<file path="config.mk">
export PLATFORM = sky130hd
export DESIGN_NAME = uart_addr_rx
export DESIGN_NICKNAME = d
export VERILOG_FILES = /design/src/rtl/uarx_pkg.sv /design/src/rtl/uarx_vote.sv /design/src/rtl/uarx_match.sv /design/src/rtl/uart_addr_rx.sv
export SDC_FILE = /design/constraint.sdc
export NUM_CORES = 1
export LEC_CHECK = 0
export BUFFER_PORTS_ARGS = -buffer_cell sky130_fd_sc_hd__buf_4
export CORE_MARGIN = 4
export CORE_UTILIZATION = 35
export DETAILED_ROUTE_END_ITERATION = 10
export GPL_TIMING_DRIVEN = 0
export PLACE_DENSITY_LB_ADDON = 0.05
export REMOVE_ABC_BUFFERS = 1
export SLEW_MARGIN = 20
export SYNTH_ARGS = -nofsm -noshare
export SYNTH_HDL_FRONTEND = slang
export SYNTH_SLANG_ARGS = --single-unit
export TNS_END_PERCENT = 5
</file>
<file path="constraint.sdc">
create_clock -name clk -period 4.8 [get_ports clk]
set_clock_uncertainty 0.05 [all_clocks]
set_input_delay 0.24 -clock clk [delete_from_list [all_inputs] [get_ports clk]]
set_output_delay 0.24 -clock clk [all_outputs]
set_load 0.02 [all_outputs]
</file>
<file path="src/rtl/uarx_pkg.sv">
package uarx_pkg;
    typedef enum logic [1:0] {
        ST_IDLE  = 2'd0,
        ST_START = 2'd1,
        ST_DATA  = 2'd2,
        ST_STOP  = 2'd3
    } rx_state_e;

    function automatic logic maj3(input logic a, input logic b, input logic c);
        return (a & b) | (a & c) | (b & c);
    endfunction
endpackage

</file>
<file path="src/rtl/uarx_vote.sv">
module uarx_vote
    import uarx_pkg::*;
#(
    parameter int SYNC_STAGES = 2
) (
    input  logic clk,
    input  logic rst_n,
    input  logic rx_i,
    input  logic sample_i,
    output logic rx_o,
    output logic maj_o
);
    typedef struct packed {
        logic [SYNC_STAGES-1:0] sync;
        logic [1:0]             smp;
    } vote_regs_t;

    vote_regs_t q, d;

    assign rx_o  = q.sync[SYNC_STAGES-1];
    assign maj_o = maj3(q.smp[1], q.smp[0], rx_o);

    always_comb begin
        d      = q;
        d.sync = {q.sync[SYNC_STAGES-2:0], rx_i};
        if (sample_i) d.smp = {q.smp[0], rx_o};
    end

    always_ff @(posedge clk or negedge rst_n) begin
        if (!rst_n) q <= '1;
        else        q <= d;
    end
endmodule

</file>
<file path="src/rtl/uarx_match.sv">
module uarx_match #(
    parameter int W = 8
) (
    input  logic [W-1:0] addr_i,
    input  logic [W-1:0] slave_i,
    input  logic [W-1:0] mask_i,
    output logic         hit_o
);
    logic [W-1:0] ok_w;

    for (genvar g = 0; g < W; g++) begin : g_bit
        assign ok_w[g] = !mask_i[g] || (addr_i[g] == slave_i[g]);
    end

    assign hit_o = &ok_w;
endmodule

</file>
<file path="src/rtl/uart_addr_rx.sv">
module uart_addr_rx
    import uarx_pkg::*;
#(
    parameter int DATA_W = 8,
    parameter int OS     = 16
) (
    input  logic              clk,
    input  logic              rst_n,
    input  logic              rx_i,
    input  logic              os_tick_i,
    input  logic              rx_en_i,
    input  logic              mp_en_i,
    input  logic              fe_view_i,
    input  logic              reg_wr_i,
    input  logic              reg_wd_i,
    output logic              reg_rd_o,
    input  logic              done_clr_i,
    input  logic [DATA_W-1:0] slave_addr_i,
    input  logic [DATA_W-1:0] addr_mask_i,
    output logic [DATA_W-1:0] rx_data_o,
    output logic              rx_bit9_o,
    output logic              rx_done_o,
    output logic              frame_err_o
);
    localparam int CNT_W = $clog2(OS);
    localparam int MID   = OS / 2;
    localparam int SH_W  = DATA_W + 1;
    localparam int IDX_W = $clog2(SH_W + 1);

    typedef struct packed {
        rx_state_e         st;
        logic [CNT_W-1:0]  cnt;
        logic [IDX_W-1:0]  idx;
        logic [SH_W-1:0]   sh;
        logic [DATA_W-1:0] data;
        logic              bit9;
        logic              done;
        logic              fe;
        logic              mode9;
        logic              rx_prev;
    } rx_regs_t;

    rx_regs_t q, d;

    logic              rx_s, maj, sample_en, hit;
    logic              tick_mid, tick_end, accept, frame_b9;
    logic [DATA_W-1:0] frame_byte;
    logic [IDX_W-1:0]  last_idx;

    assign tick_mid  = os_tick_i && (q.cnt == CNT_W'(MID));
    assign tick_end  = os_tick_i && (q.cnt == CNT_W'(OS - 1));
    assign sample_en = os_tick_i && (q.st != ST_IDLE) &&
                       ((q.cnt == CNT_W'(MID - 2)) || (q.cnt == CNT_W'(MID - 1)));

    uarx_vote #(.SYNC_STAGES(2)) i_vote (
        .clk      (clk),
        .rst_n    (rst_n),
        .rx_i     (rx_i),
        .sample_i (sample_en),
        .rx_o     (rx_s),
        .maj_o    (maj)
    );

    assign frame_byte = q.mode9 ? q.sh[DATA_W-1:0] : q.sh[SH_W-1:1];
    assign frame_b9   = q.mode9 ? q.sh[SH_W-1] : maj;
    assign last_idx   = q.mode9 ? IDX_W'(SH_W - 1) : IDX_W'(DATA_W - 1);

    uarx_match #(.W(DATA_W)) i_match (
        .addr_i  (frame_byte),
        .slave_i (slave_addr_i),
        .mask_i  (addr_mask_i),
        .hit_o   (hit)
    );

    assign accept = !mp_en_i || !q.mode9 || (frame_b9 && hit);

    always_comb begin
        d         = q;
        d.rx_prev = rx_s;
        if (done_clr_i) d.done = 1'b0;
        if (reg_wr_i) begin
            if (fe_view_i) begin
                if (!reg_wd_i) d.fe = 1'b0;
            end else begin
                d.mode9 = reg_wd_i;
            end
        end
        if (os_tick_i && q.st != ST_IDLE) d.cnt = q.cnt + 1'b1;
        unique case (q.st)
            ST_IDLE: begin
                d.cnt = '0;
                if (rx_en_i && q.rx_prev && !rx_s) d.st = ST_START;
            end
            ST_START: begin
                if (tick_mid && maj) begin
                    d.st = ST_IDLE;
                end else if (tick_end) begin
                    d.st  = ST_DATA;
                    d.cnt = '0;
                    d.idx = '0;
                end
            end
            ST_DATA: begin
                if (tick_mid) d.sh = {maj, q.sh[SH_W-1:1]};
                if (tick_end) begin
                    d.cnt = '0;
                    if (q.idx == last_idx) d.st = ST_STOP;
                    else                   d.idx = q.idx + 1'b1;
                end
            end
            ST_STOP: begin
                if (tick_mid) begin
                    if (!maj) d.fe = 1'b1;
                    if (accept) begin
                        d.data = frame_byte;
                        d.bit9 = frame_b9;
                        d.done = 1'b1;
                    end
                    d.st = ST_IDLE;
                end
            end
            default: d.st = ST_IDLE;
        endcase
    end

    always_ff @(posedge clk or negedge rst_n) begin
        if (!rst_n) begin
            q         <= '0;
            q.st      <= ST_IDLE;
            q.rx_prev <= 1'b1;
        end else begin
            q <= d;
        end
    end

    assign rx_data_o   = q.data;
    assign rx_bit9_o   = q.bit9;
    assign rx_done_o   = q.done;
    assign frame_err_o = q.fe;
    assign reg_rd_o    = fe_view_i ? q.fe : q.mode9;


    fe_sticky_chk: assert property (@(posedge clk) disable iff (!rst_n)
        q.fe && !(reg_wr_i && fe_view_i && !reg_wd_i) |=> q.fe);


    idle_hold_chk: assert property (@(posedge clk) disable iff (!rst_n)
        (q.st == ST_IDLE) && !rx_en_i |=> (q.st == ST_IDLE));


    done_src_chk: assert property (@(posedge clk) disable iff (!rst_n)
        $rose(q.done) |-> ($past(q.st) == ST_STOP));


    mp_filter_chk: assert property (@(posedge clk) disable iff (!rst_n)
        $rose(q.done) && $past(mp_en_i) && $past(q.mode9) |->
            rx_bit9_o && (((rx_data_o ^ $past(slave_addr_i)) & $past(addr_mask_i)) == '0));


    data_hold_chk: assert property (@(posedge clk) disable iff (!rst_n)
        !$stable(q.data) |-> ($past(q.st) == ST_STOP));


    mode_hold_chk: assert property (@(posedge clk) disable iff (!rst_n)
        !(reg_wr_i && !fe_view_i) |=> $stable(q.mode9));
endmodule

</file>
# ---- Word level (Yosys, flattened, before mapping)
# Cells that the tools add are included.
dict set report word_totals {
  input_bits 26
  rom_bits 0
  latch_bits 0
  ram_bits 0
  memories 0
  reg_bits 36
  elab_cells 108
  output_inout_bits 12
}
dict set report classes {
  add_sub_neg 2
  n_reduce_logical 39
  n_eq_ne 24
  n_lt_le_gt_ge 0
  mul 0
  div_mod_pow 0
  n_shift 0
  n_bitwise 6
  n_mux 25
}
# operator count
set op_table {}
lappend op_table {{10-bit 2-to-1 mux} 2}
lappend op_table {{8-bit 2-to-1 mux} 2}
lappend op_table {{2-bit 2-to-1 mux} 7}
lappend op_table {{2-bit inequality test (second input constant)} 7}
lappend op_table {{4-bit 2-to-1 mux} 3}
lappend op_table {{4-bit one-hot mux with 3 select lines} 1}
lappend op_table {{1-bit logical NOT} 11}
lappend op_table {{1-bit logical OR} 11}
lappend op_table {{5-bit AND reduction} 2}
lappend op_table {{4-bit by 1-bit adder with 4-bit output (second input constant)} 2}
lappend op_table {{1-bit equality test} 8}
lappend op_table {{4-bit by 3-bit equality test with 1-bit output (second input constant)} 2}
lappend op_table {{4-bit equality test (second input constant)} 2}
lappend op_table {{1-bit logical AND} 8}
lappend op_table {{1-bit 2-to-1 mux} 8}
lappend op_table {{2-bit one-hot mux with 4 select lines} 1}
lappend op_table {{4-bit one-hot mux with 2 select lines} 1}
lappend op_table {{8-bit AND reduction} 1}
lappend op_table {{2-bit equality test (second input constant)} 2}
lappend op_table {{4-bit equality test} 1}
lappend op_table {{2-bit AND reduction} 2}
lappend op_table {{2-bit nonzero test} 2}
lappend op_table {{1-bit bitwise AND} 3}
lappend op_table {{3-bit inequality test (second input constant)} 1}
lappend op_table {{5 further kinds} 6}

# ---- Longest topological paths before layout
# Gate-level depths: netlist of run 1.
dict set report logic_depth {
  depth_word 9
  mapped_depth 9
  mapped_depth_nobuf 7
}

# ---- Modules after synthesis
# Synthesis of run 1 repeated with hierarchy kept, for this count alone.
dict set report hier_totals {
  hier_cells 170
  area_unflattened_um2 2038.2
}
# module area_per_inst_um2 seq_area_each_um2 cells_each instances
set modules_own_cells {}
lappend modules_own_cells {uart_addr_rx 1790.5 802.0 150 1}
lappend modules_own_cells {uarx_vote 138.9 105.1 7 1}
lappend modules_own_cells {uarx_match 108.9 0.0 13 1}

# ---- Worst setup path after synthesis of run 1
# OpenSTA, ideal clock, no wires.
dict set report synth_path {
  path_kind {reg-to-reg}
  from {register q[1] (netlist bit)}
  to {register q, in the netlist rx_data_o[2]}
  stages_incl_launch_ff 9
  synth_period_minus_slack_ns 1.892
  setup_slack_ns 2.908
  setup_time_ns 0.079
  n_path_buf 2
  arrival_time_ns 1.763
  t_required_ns 4.671
  cell_sequence {dfrtp_1 buf_6 mux2i_1 mux2i_1 a2111oi_2 nand3_1 a31oi_1 buf_6 mux2i_1}
}
dict set report synth_via {
  elab_chain_cells 7
  word_cells_on_any_way 24
  cone_classes {eq/ne: 8; mux: 2; reduce/logical: 14}
}
# element line_no
set synth_lines {}
lappend synth_lines {{from (decl)} uart_addr_rx.sv:43} ;# rx_regs_t q, d;
lappend synth_lines {{8-bit 2-to-1 mux} uart_addr_rx.sv:64} ;# assign frame_byte = q.mode9 ? q.sh[DATA_W-1:0] : q.sh[SH_W-1:1];
lappend synth_lines {{1-bit equality test} uarx_match.sv:12} ;# assign ok_w[g] = !mask_i[g] || (addr_i[g] == slave_i[g]);
lappend synth_lines {{1-bit logical OR} uarx_match.sv:12}
lappend synth_lines {{8-bit AND reduction} uarx_match.sv:15} ;# assign hit_o = &ok_w;
lappend synth_lines {{1-bit logical AND} uart_addr_rx.sv:75} ;# assign accept = !mp_en_i || !q.mode9 || (frame_b9 && hit);
lappend synth_lines {{1-bit logical OR} uart_addr_rx.sv:75}
lappend synth_lines {{3-bit AND reduction (no line)} n/a}
# Parallel ways exist; a longest one is shown, timed or not.
# A chain may end at the register's enable or synchronous reset.

# ---- Worst setup path after layout of run 1
dict set report layout_path {
  from {register q[1] (netlist bit)}
  to {register q, in the netlist rx_data_o[1]}
}
# Same word-level chain as after synthesis.

==> flow_metrics.tcl, run 1 <==
set metrics [dict create \
    comb_power_share_pct 16.6 \
    async_reset_ff_share_pct 100.0 \
    dp_hpwl_microns 2873 \
    syn_area_sq_um 1952 \
    cts_sinks 36 \
    synth-edff-count 0 \
    clkLatencyLatePin_ns 0.29 \
    yosys.area_share.adder_pct 3.077 \
    num_vias 1350 \
    wl_microns 3886 \
    ys_seq_elements 36 \
    hp-class "in -> reg" \
    gp_congestion 0.7541 \
    end_kind "flip-flop" \
    synth_compound_area_share_pct 8.333 \
    synth_ff_type "dfrtp_1" \
    dieWidth_microns 82.68 \
    layout.nets 239 \
    viasPerCell 4.821 \
    tritoncts "yes" \
    grt_pass1_vias 1369 \
    max_stage_delay_ns 0.80 \
    path_max_fanout 15 \
    p_seq_share_pct 50.6 \
    antenna_cells 0 \
    ys_types 36 \
    grt_usage_pct 12.33 \
    synthMuxAreaShare_pct 19.68 \
    drc 0 \
    multi_input_area_sq_um 902.1 \
    path_cells "mux2i_1 > mux2i_1 > a2111oi_2 > nand3_1 > a31oi_2 > mux2i_1" \
    ys_seq_area_share_pct 46.47 \
    root_buffer "clkbuf_8" \
    synth-simple-area-share_pct 10.96 \
    min_period_ns 3.100 \
    postSynthCellCount 178 \
    postCtsResizedCells 0 \
    min_period_over_period_pct 64.59 \
    synth_xor_area_share_pct 3.590 \
    numCtsBuffers 5 \
    overflow 0 \
    syn_to_final_growth_pct 19.87 \
    ant_nets 0 \
    layout_setup_ws_ns 1.700 \
    portBuffers 37 \
    synth_top_cell_area_share_pct 39.74 \
    synthTopCellsByArea "dfrtp_1, mux2i_1, mux2_2" \
    critical_path_class "reg -> reg" \
    rsz0062_at_grt "false" \
    status "completed" \
    drive_gt1_share_pct 32.86 \
    start_util_pct 37.04 \
    maxCapViolations 0 \
    yosysMostFrequentCell "dfrtp_1" \
    clockPowerShare_pct 32.8 \
    p_sw_share_pct 27.98 \
    final-setup-viol-count 0 \
    avgSynthCellArea_sq_um 10.97 \
    fin_tns_setup_ns 0 \
    finalHoldViolCount 0 \
    worst_pin_slew_ns 0.8710 \
    start_kind "flip-flop" \
    antenna_found_initial 0 \
    power.density_nw_per_um2 310.1 \
    relSlewSlack_pct 41.75 \
    worst_path_max_delay_cell "dfrtp_1" \
    cts_hold_buf 2 \
    yosysTopAreaCell "dfrtp_1" \
    grt_max_degree 37 \
    die_h_microns 82.68 \
    p_int_uw 522.6 \
    cts.reportedPaths.clkPinSlew_ns 0.08 \
    seqCellArea_sq_um 907.1 \
    io-pin-count 38 \
    path_common_cell "mux2i_1" \
    finalMaxSlewViolations 0 \
    fillers 518 \
    dieArea_sq_um 6835 \
    drtIter0Drc 47 \
    synth_top_family_by_area "multiplexers" \
    cp.required_ns 4.95 \
    post_drt_wl_per_cell_microns 13.88 \
    core-area_sq_um 5270 \
    ctsLongestPathBuffers 2 \
    arrival_ns 3.25 \
    leakage_nw 1.108 \
    cts_setup_buffers 0 \
    drtPass1Iterations 4 \
    p_sw_uw 203.0 \
    pre_cts_slack_ns 1.700 \
    yosys_warnings 0 \
    grt_first_pass_wirelength_microns 6306 \
    h-tree-depth 2 \
    synthTopCellsByCount "dfrtp_1, mux2i_1, nand2_1" \
    num_rows 26 \
    ir_drop_mv 0.1109 \
    max_freq_ghz 0.3225 \
]
stage by stage:
step	util, %	total power, mW	instances	cell area, sq um	hold WS, ns
6_report	44.40	0.7255	280	2340	0.1585
5_1_grt	44.40	0.7653	280	2340	0.1598
4_1_cts	44.40	0.7363	280	2340	0.1484
3_5_place_dp	42.12	0.4937	270	2220	0.1854
3_3_place_gp	41.90	0.4832	270	2208	0.1762
2_1_floorplan	-	0.4396	163	1843	-0.1056
critical path: cells and delay by family (launching register included):
kind | cells | cell delay (ns)
flip-flops | 1 | 0.80
AO/OA/AOI/OAI | 2 | 1.21
AND/OR/NAND/NOR | 1 | 0.16
multiplexers | 3 | 0.79
per-layer routing:
layer  GRT usage [%]  routed length, microns  vias to the layer above
met1           16.59                    1934                      631
met4           4.902                      52                        0
met5               0                       0                        -
met3           2.603                     207                        5
met2           19.31                    1691                       40
li1                -                       -                      674
state kept, by name, indices dropped and copies added, names as in the netlist:
signal	flops
frame_err_o	1
rx_done_o	1
q	21
rx_bit9_o	1
i_vote.d	1
i_vote.q	2
rx_data_o	8
i_vote.rx_o	1
cells in the final DEF, fill, tap and decap left out, drive strengths merged, types with 2 or more instances in the layout:
master / n
buf: 37
xor2: 2
nand2: 14
nand4: 2
dfstp: 5
a31oi: 2
nand3: 3
o21ai: 9
dlygate4sd3: 2
xnor2: 6
mux2: 13
nand2b: 3
nor2: 9
nor4: 2
mux2i: 23
ha: 4
a21oi: 5
clkbuf: 8
inv: 12
nor2b: 4
dfrtp: 31
final timing paths:
check                      cells after the start           end  slack, ns        start
max                                            6  rx_data_o[1]       1.70         q[1]
min                                            2          q[1]       0.16     reg_wd_i
min in group asynchronous                      2  rx_data_o[1]       0.41        rst_n
min reg2reg                                    0   i_vote.rx_o       0.31  i_vote.d[3]
max in group asynchronous                      2   i_vote.rx_o       3.94        rst_n
max reg2reg                                    6  rx_data_o[1]       1.70         q[1]
cell type report:
cell class / count / area share (%)
Clock buffer: 8 / 4.278
Multi-Input combinational cell: 115 / 38.56
Tap cell: 70 / 3.743
Sequential cell: 36 / 38.77
Timing Repair Buffer: 39 / 12.73
Inverter: 12 / 1.925
cells by family (layout without fill, tap and decap cells):
| logic type | count (synthesis) | in the layout |
|---|---|---|
| DFF | 36 | 36 |
| AOI/OAI and AO/OA | 24 | 24 |
| xor gates and xnor gates | 8 | 8 |
| buffers and inverters | 27 | 59 |
| muxes | 36 | 36 |
| adders and majority gates | 5 | 5 |
| and+or+nand+nor | 42 | 42 |
power groups by stage:
| stage | combinational, mW | sequential [mW] | clock [mW] |
|---|---|---|---|
| 4_1_cts | 0.122 | 0.367 | 0.247 |
| 5_1_grt | 0.136 | 0.372 | 0.258 |
| 2_1_floorplan | 0.0755 | 0.364 | 0 |
| 3_3_place_gp | 0.113 | 0.370 | 0 |
| 3_5_place_dp | 0.121 | 0.373 | 0 |
| 6_report | 0.120 | 0.367 | 0.238 |
Power figures use the tool's default switching activity.
==> inputs of run 2 (changes only) <==
clock period = 2.8 ns   (was 4.8 ns; I/O delays follow)
==> run 2 against run 1 <==
Against the previous run:
- sequential share of layout area down 0.44 points
- via count unchanged
- clock power is 71% higher
- count of clock-buffer cells in the layout is the same
- non-clock buffer count is 1 higher
- utilization is 0.57 points higher
- critical path depth increased by 1
- fmax up 25%
- power increased by 72%
- sequential power grew 72%
- combinational power grew 72%
- critical endpoint unchanged
==> flow_metrics.tcl, run 2 (synthesis results as in run 1) <==
set metrics [dict create \
    status "completed" \
    max_freq_ghz 0.4033 \
    arrival_ns 2.64 \
    fin_util_pct 44.97 \
    p_sw_share_pct 28.06 \
    syn_to_final_growth_pct 21.41 \
    finalHoldViolCount 0 \
    postPlaceCellArea_sq_um 2220 \
    overflow 0 \
    gr-usage-met3_pct 2.603 \
    place_inst 270 \
    grt_usage_pct 12.35 \
    num_rows 26 \
    path_cells "mux2i_1 > mux2i_1 > a2111oi_2 > nand3_1 > a31oi_4 > buf_12 > mux2i_1" \
    min_period_ns 2.479 \
    numCtsBuffers 5 \
    ir_drop_mv 0.1903 \
    fillers 516 \
    ant_nets 0 \
    drtPass1Iterations 4 \
    power_mw 1.246 \
    drtIter0Drc 50 \
    layout_setup_ws_ns 0.3207 \
    max_stage_delay_ns 0.63 \
    cts.reportedPaths.clkPinSlew_ns 0.08 \
    min_period_over_period_pct 88.55 \
    clkLatencyLatePin_ns 0.29 \
    dp_hpwl_microns 2873 \
    dieWidth_microns 82.68 \
    critical_path_class "reg -> reg" \
    ctsLongestPathBuffers 2 \
    relSlewSlack_pct 54.21 \
    num_vias 1350 \
    cp.required_ns 2.96 \
    maxCapViolations 0 \
    grt_max_degree 37 \
    cts_sinks 36 \
    mostFrequentLayoutCells "buf_4, dfrtp_1, mux2i_1, nand2_1, mux2_2" \
    viasPerCell 4.804 \
    io-pin-count 38 \
    finalMaxSlewViolations 0 \
    stdcell_area_sq_um 2370 \
    post_drt_wl_per_cell_microns 13.85 \
    busiest_layer "met2" \
    gr-usage-met2_pct 19.39 \
    layout.cells.non_filler 281 \
    rsz0062_at_grt "false" \
    tritoncts "yes" \
    start_util_pct 37.04 \
    p_seq_share_pct 50.6 \
    h-tree-depth 2 \
    worst_path_max_delay_cell "dfrtp_2" \
    grt_first_pass_wirelength_microns 6327 \
    p_int_uw 896.1 \
    comb_power_share_pct 16.6 \
    layout_commonest_cell "buf_4" \
    end_kind "flip-flop" \
    hp-class "in -> reg" \
    antenna_cells 0 \
    drive_gt1_share_pct 33.65 \
    leakage_nw 1.116 \
    power.density_nw_per_um2 525.6 \
    grt_pass1_vias 1369 \
    core-area_sq_um 5270 \
    die_h_microns 82.68 \
    largest_reg_flops 21 \
    start_kind "flip-flop" \
    path_common_cell "mux2i_1" \
    fin_tns_setup_ns 0 \
    worst_pin_slew_ns 0.6839 \
    dieArea_sq_um 6835 \
    fin_hold_ws_ns 0.05848 \
    wl_microns 3891 \
    met1_usage_pct 16.59 \
    pre_cts_slack_ns -0.2995 \
    p_sw_uw 349.5 \
    seqCellArea_sq_um 908.4 \
    drc 0 \
    path_max_fanout 15 \
    portBuffers 37 \
    antenna_found_initial 0 \
    multi_input_area_sq_um 910.9 \
    gp_congestion 0.7541 \
    clockPowerShare_pct 32.8 \
    final-setup-viol-count 0 \
    layout.nets 240 \
    root_buffer "clkbuf_8" \
    largest-register "q" \
]
## run 2: what timing repair did
item,in CTS,in global routing
hold endpoints to repair,32,0
endpoints found under the setup margin,10,8
gates resized for setup,2,0
pin swaps,0,1
hold buffers,2,0
buffers inserted,0,1
## run 2: routing by layer
| layer | up-vias | share of wire (%) |
|---|---|---|
| met5 | - | 0 |
| met4 | 0 | 1.3 |
| met3 | 5 | 5.5 |
| met2 | 40 | 44 |
| met1 | 630 | 49 |
| li1 | 675 | - |
## run 2: power by group through the flow
stage / combinational (mW) / sequential [mW] / clock [mW]
detailed placement: 0.207 / 0.640 / 0
global route: 0.233 / 0.639 / 0.442
floorplan: 0.129 / 0.624 / 0
CTS: 0.210 / 0.630 / 0.423
global placement: 0.193 / 0.635 / 0
finish: 0.207 / 0.631 / 0.408
## run 2: layout make-up
cell class                 instances  share of cell area, %
multi-input combinational        115                  38.44
sequential                        36                  38.33
timing repair buffer              40                  13.41
clock buffer                       8                  4.224
tap                               70                  3.696
inverter                          12                  1.901
## run 2: critical path, delay by kind of cell (launching register included)
kind | cells | cell delay (ns)
multiplexers | 3 | 0.69
AO/OA/AOI/OAI | 2 | 0.68
flip-flops | 1 | 0.63
AND/OR/NAND/NOR | 1 | 0.19
buffers and inverters | 1 | 0.16
## run 2: worst paths after layout
| path | cells after the start | endpoint | slack, ns | from |
|---|---|---|---|---|
| max in group asynchronous | 2 | i_vote.rx_o | 2.04 | rst_n |
| setup reg to reg | 7 | rx_data_o[1] | 0.32 | q[1] |
| min in group asynchronous | 2 | rx_data_o[1] | 0.31 | rst_n |
| setup / recovery | 7 | rx_data_o[1] | 0.32 | q[1] |
| hold / removal | 2 | q[1] | 0.06 | reg_wd_i |
| hold reg to reg | 0 | i_vote.rx_o | 0.31 | i_vote.d[3] |
